[src/rtl/dtg_pkg.sv]
`timescale 1ns/1ps
package dtg_pkg;
   typedef enum logic [2:0] {
      ST_IDLE   = 3'd0,
      ST_HS     = 3'd1,
      ST_GAP_LS = 3'd2,
      ST_LS     = 3'd3,
      ST_GAP_HS = 3'd4
   } dtg_state_e;
endpackage

[src/rtl/dtg_sync.sv]
`timescale 1ns/1ps
module dtg_sync #(
   parameter int STAGES = 2,
   parameter int WIDTH  = 2
) (
   input  logic             clk,
   input  logic             rst_n,
   input  logic [WIDTH-1:0] d,
   output logic [WIDTH-1:0] q
);
   initial assert (STAGES >= 2) else $fatal(1, "dtg_sync: STAGES must be at least 2");
   initial assert (WIDTH >= 1) else $fatal(1, "dtg_sync: WIDTH must be positive");

   logic [WIDTH-1:0] chain [STAGES];

   genvar i;
   generate
      for (i = 0; i < STAGES; i++) begin : g_stage
         if (i == 0) begin : g_first
            always_ff @(posedge clk or negedge rst_n)
               if (!rst_n) chain[0] <= '0;
               else        chain[0] <= d;
         end else begin : g_next
            always_ff @(posedge clk or negedge rst_n)
               if (!rst_n) chain[i] <= '0;
               else        chain[i] <= chain[i-1];
         end
      end
   endgenerate

   assign q = chain[STAGES-1];
endmodule

[src/rtl/dtg_wdog.sv]
`timescale 1ns/1ps
module dtg_wdog #(
   parameter int LIMIT = 16
) (
   input  logic clk,
   input  logic rst_n,
   input  logic run,
   output logic expired
);
   initial assert (LIMIT >= 2) else $fatal(1, "dtg_wdog: LIMIT must be at least 2");

   localparam int CNT_W = $clog2(LIMIT + 1);
   localparam logic [CNT_W-1:0] LAST = CNT_W'(LIMIT - 1);

   logic [CNT_W-1:0] cnt;

   assign expired = run && (cnt == LAST);

   always_ff @(posedge clk or negedge rst_n)
      if (!rst_n)               cnt <= '0;
      else if (run && !expired) cnt <= cnt + 1'b1;
      else                      cnt <= '0;

   // the count never passes the limit
   p_cnt_bound_r4: assert property (@(posedge clk) disable iff (!rst_n) cnt <= LAST);
   // an idle timer restarts from zero
   p_cnt_clear_r4: assert property (@(posedge clk) disable iff (!rst_n) !run |=> cnt == '0);
endmodule

[src/rtl/dtg_fsm.sv]
`timescale 1ns/1ps
module dtg_fsm
   import dtg_pkg::*;
(
   input  logic       clk,
   input  logic       rst_n,
   input  logic       pwm,
   input  logic       force_off,
   input  logic       force_ls,
   input  logic       sw_s,
   input  logic       lg_s,
   input  logic       wd_exp,
   output dtg_state_e state,
   output logic       wd_run
);
   dtg_state_e nxt;

   always_comb begin
      nxt = state;
      if (force_off)      nxt = ST_IDLE;
      else if (force_ls)  nxt = ST_LS;
      else begin
         unique case (state)
            ST_IDLE:   nxt = pwm ? ST_GAP_HS : ST_LS;
            ST_HS:     if (!pwm) nxt = ST_GAP_LS;
            ST_GAP_LS: if (pwm) nxt = ST_GAP_HS;
                       else if (sw_s || wd_exp) nxt = ST_LS;
            ST_LS:     if (pwm) nxt = ST_GAP_HS;
            ST_GAP_HS: if (!pwm) nxt = ST_LS;
                       else if (lg_s) nxt = ST_HS;
            default:   nxt = ST_IDLE;
         endcase
      end
   end

   always_ff @(posedge clk or negedge rst_n)
      if (!rst_n) state <= ST_IDLE;
      else        state <= nxt;

   assign wd_run = (state == ST_GAP_LS);

   // node flag seen in the gap moves to low-side conduction
   p_ls_on_node_r2: assert property (@(posedge clk) disable iff (!rst_n)
      (state == ST_GAP_LS && sw_s && !pwm && !force_off && !force_ls) |=> state == ST_LS);
   // high side is entered only after the gate flag was seen
   p_hs_gate_r3: assert property (@(posedge clk) disable iff (!rst_n)
      $rose(state == ST_HS) |-> $past(lg_s) && $past(state == ST_GAP_HS));
   // watchdog expiry turns the low side on
   p_wd_fallback_r4: assert property (@(posedge clk) disable iff (!rst_n)
      (wd_exp && !pwm && !force_off && !force_ls) |=> state == ST_LS);
   // force-off returns the sequencer to idle
   p_force_idle_r6: assert property (@(posedge clk) disable iff (!rst_n)
      force_off |=> state == ST_IDLE);
   // force-low-side lands in low-side conduction
   p_force_ls_r7: assert property (@(posedge clk) disable iff (!rst_n)
      (force_ls && !force_off) |=> state == ST_LS);
   // PWM high during the node wait leaves for the gate wait
   p_abandon_r10: assert property (@(posedge clk) disable iff (!rst_n)
      (state == ST_GAP_LS && pwm && !force_off && !force_ls) |=> state == ST_GAP_HS);
endmodule

[src/rtl/dtg_top.sv]
`timescale 1ns/1ps
module dtg_top
   import dtg_pkg::*;
#(
   parameter int WD_CYCLES   = 16,
   parameter int SYNC_STAGES = 2
) (
   input  logic clk,
   input  logic rst_n,
   input  logic pwm,
   input  logic sw_below,
   input  logic lg_below,
   input  logic force_off,
   input  logic force_ls,
   output logic hs_en,
   output logic ls_en
);
   localparam int N_FLAGS = 2;

   logic [N_FLAGS-1:0] flags_s;
   logic               sw_s, lg_s, wd_exp, wd_run;
   dtg_state_e         state;

   dtg_sync #(.STAGES(SYNC_STAGES), .WIDTH(N_FLAGS)) u_sync (
      .clk(clk), .rst_n(rst_n), .d({lg_below, sw_below}), .q(flags_s));

   assign sw_s = flags_s[0];
   assign lg_s = flags_s[1];

   dtg_wdog #(.LIMIT(WD_CYCLES)) u_wdog (
      .clk(clk), .rst_n(rst_n), .run(wd_run), .expired(wd_exp));

   dtg_fsm u_fsm (
      .clk(clk), .rst_n(rst_n), .pwm(pwm), .force_off(force_off), .force_ls(force_ls),
      .sw_s(sw_s), .lg_s(lg_s), .wd_exp(wd_exp), .state(state), .wd_run(wd_run));

   assign hs_en = rst_n && !force_off && !force_ls && (state == ST_HS);
   assign ls_en = rst_n && !force_off && (force_ls || state == ST_LS);

   // never both enables
   p_exclusive_r1: assert property (@(posedge clk) disable iff (!rst_n) !(hs_en && ls_en));
   // a synchronized flag rise comes from an input two edges back
   generate
      if (SYNC_STAGES == 2) begin : g_sync_chk
         p_sync_lat_r8: assert property (@(posedge clk) disable iff (!rst_n)
            $rose(lg_s) |-> $past(lg_below, 2));
      end
   endgenerate
   // reset leaves both enables low
   always_comb if (!rst_n) p_reset_off_r9: assert (!hs_en && !ls_en);
endmodule

[config.mk]
export PLATFORM = sky130hd
export DESIGN_NAME = dtg_top
export DESIGN_NICKNAME = d
export VERILOG_FILES = /design/src/rtl/dtg_pkg.sv /design/src/rtl/dtg_sync.sv /design/src/rtl/dtg_wdog.sv /design/src/rtl/dtg_fsm.sv /design/src/rtl/dtg_top.sv
export SDC_FILE = /design/constraint.sdc
export NUM_CORES = 1
export LEC_CHECK = 0
export BUFFER_PORTS_ARGS = -buffer_cell sky130_fd_sc_hd__buf_2
export CORE_MARGIN = 5
export CORE_UTILIZATION = 30
export CTS_CLUSTER_SIZE = 30
export DETAILED_ROUTE_END_ITERATION = 10
export SETUP_SLACK_MARGIN = 0.05
export SYNTH_ARGS = -nofsm -noshare
export SYNTH_HDL_FRONTEND = slang
export SYNTH_SLANG_ARGS = --single-unit
[constraint.sdc]
create_clock -name clk -period 3.15 [get_ports clk]
set_clock_uncertainty 0.05 [all_clocks]
set_input_delay 0.63 -clock clk [delete_from_list [all_inputs] [get_ports clk]]
set_output_delay 0.63 -clock clk [all_outputs]
set_load 0.05 [all_outputs]
==> results of run 1 <==
## placed cells by master, fill, tap and decap left out, drive strengths merged
cell type	Yosys	routed
o211ai	1	1
nor2	8	8
o2bb2ai	1	1
ha	2	2
nand2b	1	1
a21oi	4	4
xnor2	1	1
nor4b	1	1
clkbuf	0	4
o21ai	2	2
nor2b	2	2
or4	1	1
nand3	2	2
xor2	2	2
o21bai	1	1
a2111oi	1	1
buf	0	8
inv	4	4
dfrtp	12	12
and3	1	1
nor3b	1	1
## routing by layer
layer,vias to the layer above,global-route usage
li1,189,-
met1,176,0.0754
met2,8,0.125
met3,4,0.0258
met4,0,0.0917
met5,-,0
## critical path, stage by stage
cell      delay, ns
buf_2          0.24
nand2b_1       0.11
nor4b_1        0.24
buf_2          0.31
## sequential cells by signal (all words and copies together), names as in the netlist
name,count
u_wdog.cnt,5
u_fsm.state,3
u_sync.chain,2
u_sync.q,2
## per-stage QoR
step / instance area [sq um] / hold slack (ns) / power (mW) / setup WS (ns) / std cells
floorplan: 522 / 0.281 / 0.188 / 0.0789 / 48
global placement: 583 / 0.285 / 0.201 / 0.944 / 73
global route: 619 / 0.174 / 0.335 / 0.793 / 77
CTS: 619 / 0.164 / 0.323 / 0.903 / 77
detailed placement: 583 / 0.286 / 0.202 / 0.904 / 73
finish: 619 / 0.170 / 0.315 / 0.929 / 77
## cells in the mapped netlist (all sizes together)
cell	instances
a2111oi	1
a21oi	4
and3	1
dfrtp	12
ha	2
inv	4
nand2b	1
nand3	2
nor2	8
nor2b	2
nor3b	1
nor4b	1
o211ai	1
o21ai	2
o21bai	1
o2bb2ai	1
or4	1
xnor2	1
xor2	2
## area by class of cell
| class | instances | area (sq um) | area share |
|---|---|---|---|
| tap | 17 | 21.3 | 0.0343 |
| clock buffer | 4 | 36.3 | 0.0586 |
| multi-input combinational | 32 | 206 | 0.333 |
| timing repair buffer | 8 | 40.0 | 0.0646 |
| sequential | 12 | 300 | 0.485 |
| inverter | 4 | 15.0 | 0.0242 |
## worst min path at each step
stage / from / end / slack, ns
after floorplan: rst_n / u_fsm.state[0] / 0.28
after global placement: u_sync.chain[2] / u_sync.q[0] / 0.29
after detailed placement: u_sync.chain[2] / u_sync.q[0] / 0.29
after CTS: rst_n / u_sync.q[0] / 0.16
after global routing: rst_n / u_sync.q[0] / 0.17
final: rst_n / u_sync.q[0] / 0.17
## logic make-up (layout without fill, tap and decap cells)
group	count (synthesis)	in the layout	share of synthesized area
AOI/OAI and AO/OA	10	10	0.120
xor gates and xnor gates	3	3	0.0504
adders and majority gates	2	2	0.0480
buffers and inverters	4	16	0.0288
DFF	12	12	0.576
and+or+nand+nor	17	17	0.177
## power breakdown
| group | switching (mW) | internal (mW) |
|---|---|---|
| clock | 0.0465 | 0.0703 |
| combinational | 0.0179 | 0.0126 |
| sequential | 0.00693 | 0.161 |
==> flow_metrics.py, run 1 <==
metrics = {
    "synth": {
        "yosysUniqueCellTypes": 20,
        "synth_top_area_share": 0.576,
        "syn_nets": 57,
        "ys_ff_latch": 12,
        "netlist_instances": 48,
        "syn_area_sq_um": 522,
        "yosys.area.top_type": "dfrtp_1",
        "yosys_warnings": 0,
        "ys_seq_area_frac": 0.576,
        "synth_area_leaders": "dfrtp_1, nor2_1, ha_1, a21oi_1, xor2_1",
        "postSynthAreaPerCell_sq_um": 10.9,
    },
    "setup_path": {
        "worstSetupEndpoint": "hs_en",
        "crit_path_start_kind": "input pin",
        "reg2regPathDepth": 5,
        "cp_max_fo": 13,
        "r2r-start": "u_wdog.cnt[0]",
        "endpoint_kind": "output pin",
        "arrival_ns": 1.54,
        "required_ns": 2.47,
        "cp-startpoint": "rst_n",
        "timing.rr.end": "u_wdog.cnt[3]",
        "crit_type": "input pin to output pin",
        "r2r_slack_ns": 1.38,
    },
    "floorplan": {
        "io_pins": 9,
        "dieArea_sq_mm": 0.00267,
        "core-area_sq_mm": 0.00169,
        "die_w_um": 51.7,
        "start_util": 0.309,
        "num_rows": 15,
        "die_h_um": 51.7,
    },
    "sta": {
        "fin_tns_setup_ns": 0,
        "max-slew-margin-rel": 0.764,
        "finalMaxSlewViolations": 0,
        "grt_setup_unrepaired": "false",
        "hold_viol_final": 0,
        "fin_crit_sh": 0.705,
        "period_needed_ns": 2.22,
        "setup_violations": 0,
        "max_freq_ghz": 0.450,
        "worst_pin_slew_ns": 0.344,
    },
    "routing": {
        "wl_met3_um": 37,
        "drt_iter0_drc": 3,
        "first_pass_iters": 4,
        "wl_per_cell_um": 10.6,
        "drtAntennaViolNets": 0,
        "vias_per_cell": 4.90,
        "wirelength_met1_um": 352,
        "wirelength_um": 815,
        "route.met2.wl_um": 381,
        "drc": 0,
        "num_vias": 377,
        "top_layer": "met4",
    },
    "final_layout": {
        "final_nets": 70,
        "utilization": 0.367,
        "area_growth_pct": 18.7,
        "antenna_cells": 0,
        "fillers": 190,
        "layout-drive-gt1-share": 0.233,
    },
    "flow_run": {
        "maxCapViolCount": 0,
    },
    "cts": {
        "cts_hold_buf": 0,
        "post-cts-setup-buffer-count": 0,
        "cts_tree": "yes",
        "numCtsBuffers": 3,
        "cts_repair_resize_count": 0,
        "cts_root_buffer": "clkbuf_4",
        "clk-insertion-delay-late_ns": 0.27,
        "htreeDepth": 1,
        "cts_sinks": 12,
        "clock_path_buffers": 2,
        "clkTransAtPathRegs_ns": 0.07,
    },
    "global_route": {
        "grt_pass1_vias": 349,
        "gr-total-overflow": 0,
        "antenna_found_initial": 0,
        "grtUsageTotal": 0.0794,
        "grt_pass1_wl_um": 1420,
        "grt_max_degree": 14,
    },
    "place": {
        "portBuffers": 8,
        "gp_congestion": 0.713,
        "hpwl_um": 640,
    },
    "power_and_ir_drop": {
        "ir_drop_uv": 278,
        "powerDensity_mw_per_mm2": 509,
        "p_leak_nw": 0.291,
    },
    "hold_path": {
        "hp-class": "input pin to asynchronous set/reset pin",
    },
    "status": {
        "status": "complete, no violations",
    },
}
No activity file was read; power rests on OpenSTA's default activity.
==> run 2: changes to the inputs <==
==> constraint.sdc (replaced) <==
create_clock -name clk -period 2.1 [get_ports clk]
set_clock_uncertainty 0.05 [all_clocks]
set_input_delay 0.42 -clock clk [delete_from_list [all_inputs] [get_ports clk]]
set_output_delay 0.42 -clock clk [all_outputs]
set_load 0.05 [all_outputs]
==> flow_metrics.py, run 2 (synthesis gave the netlist of run 1 again) <==
metrics = {
    "status": {
        "status": "complete, no violations",
    },
    "sta": {
        "finalMaxSlewViolations": 0,
        "worst_pin_slew_ns": 0.357,
        "setup_violations": 0,
        "max_freq_ghz": 0.524,
        "period_needed_ns": 1.91,
        "max-slew-margin-rel": 0.756,
        "holdWs_ns": 0.0238,
        "hold_viol_final": 0,
        "fin_crit_sh": 0.909,
        "fin_tns_setup_ns": 0,
        "grt_setup_unrepaired": "false",
    },
    "final_layout": {
        "final_common_cell": "dfrtp_1",
        "layout-drive-gt1-share": 0.279,
        "fillers": 176,
        "area_growth_pct": 22.3,
        "utilization": 0.378,
        "regMostFlops": "u_wdog.cnt",
        "final_nets": 71,
        "mostFrequentLayoutCells": "dfrtp_1, nor2_1, buf_2",
        "antenna_cells": 0,
        "reg_top3": "u_wdog.cnt: 5 flops, u_fsm.state: 3 flops",
        "largest_register_ffs": 5,
        "fin_area_sq_um": 638,
    },
    "cts": {
        "clkTransAtPathRegs_ns": 0.08,
        "post-cts-setup-buffer-count": 0,
        "clk-insertion-delay-late_ns": 0.27,
        "cts_root_buffer": "clkbuf_4",
        "cts_repair_resize_count": 0,
        "cts_sinks": 12,
        "numCtsBuffers": 3,
        "clock_path_buffers": 2,
        "htreeDepth": 1,
        "cts_hold_buf": 0,
        "cts_tree": "yes",
    },
    "setup_path": {
        "endpoint_kind": "output pin",
        "crit_path_start_kind": "flip-flop",
        "required_ns": 1.63,
        "arrival_ns": 1.44,
        "crit_type": "flip-flop to output pin",
        "cp-startpoint": "u_fsm.state[0]",
        "cp_max_fo": 6,
        "r2r-start": "u_wdog.cnt[0]",
    },
    "place": {
        "portBuffers": 8,
        "hpwl_um": 662,
        "placed_cell_area_sq_um": 597,
        "gp_congestion": 0.655,
    },
    "routing": {
        "drc": 0,
        "vias_per_cell": 4.86,
        "first_pass_iters": 2,
        "wl_per_cell_um": 11.3,
        "drt_iter0_drc": 8,
        "num_vias": 379,
        "wirelength_um": 885,
        "drtAntennaViolNets": 0,
    },
    "global_route": {
        "grt_pass1_vias": 341,
        "grt_max_degree": 13,
        "grtUsageTotal": 0.0796,
        "gr-total-overflow": 0,
        "grt_pass1_wl_um": 1490,
        "antenna_found_initial": 0,
    },
    "floorplan": {
        "num_rows": 15,
        "die_w_um": 51.7,
        "die_h_um": 51.7,
        "dieArea_sq_mm": 0.00267,
        "core-area_sq_mm": 0.00169,
        "io_pins": 9,
        "start_util": 0.309,
    },
    "flow_run": {
        "maxCapViolCount": 0,
    },
    "power_and_ir_drop": {
        "ir_drop_uv": 371,
        "powerDensity_mw_per_mm2": 756,
        "p_leak_nw": 0.297,
    },
    "hold_path": {
        "hp-class": "input pin to asynchronous set/reset pin",
    },
}
-- run 2: worst paths after layout --
| kind | end | slack [ns] | cells after the start |
|---|---|---|---|
| worst max-delay path | hs_en | 0.19 | 3 |
| worst min-delay path | u_sync.chain[2] | 0.02 | 2 |
| worst max register to register | u_wdog.cnt[2] | 0.33 | 5 |
| worst min register to register | u_sync.q[0] | 0.30 | 0 |
| max in group asynchronous | u_fsm.state[0] | 1.82 | 2 |
| min in group clk | u_sync.chain[2] | 0.20 | 1 |
-- run 2: power breakdown --
part / internal (mW) / switching (mW) / leakage (nW)
clock network: 0.105 / 0.0755 / 0.0210
logic: 0.0213 / 0.0278 / 0.123
registers: 0.242 / 0.0108 / 0.154
-- run 2: layer usage --
layer | track usage | wire length, um
met1 | 0.106 | 427
met2 | 0.102 | 422
met3 | 0.0258 | 25
met4 | 0.0655 | 10
met5 | 0 | 0
-- run 2: cell type report --
| class | count | area, sq um | area share |
|---|---|---|---|
| flip-flops and latches | 12 | 300 | 0.471 |
| multi-input cells | 32 | 215 | 0.337 |
| repair buffers | 9 | 50.0 | 0.0784 |
| clock buffers | 4 | 36.3 | 0.0569 |
| well taps | 17 | 21.3 | 0.0333 |
| inverters | 4 | 15.0 | 0.0235 |
-- run 2: worst max-delay path, stage by stage, from the launching register on --
cell	delay (ns)
dfrtp_1	0.43
nor2b_2	0.24
nor4b_2	0.23
clkbuf_4	0.28
-- run 2: metrics by stage --
step	cells	worst slack [ns]	total power [mW]
finish	78	0.190	0.482
global route	78	0.0841	0.515
CTS	78	0.117	0.490
detailed placement	74	0.340	0.306
global placement	74	0.384	0.304
floorplan	48	0.0894	0.283
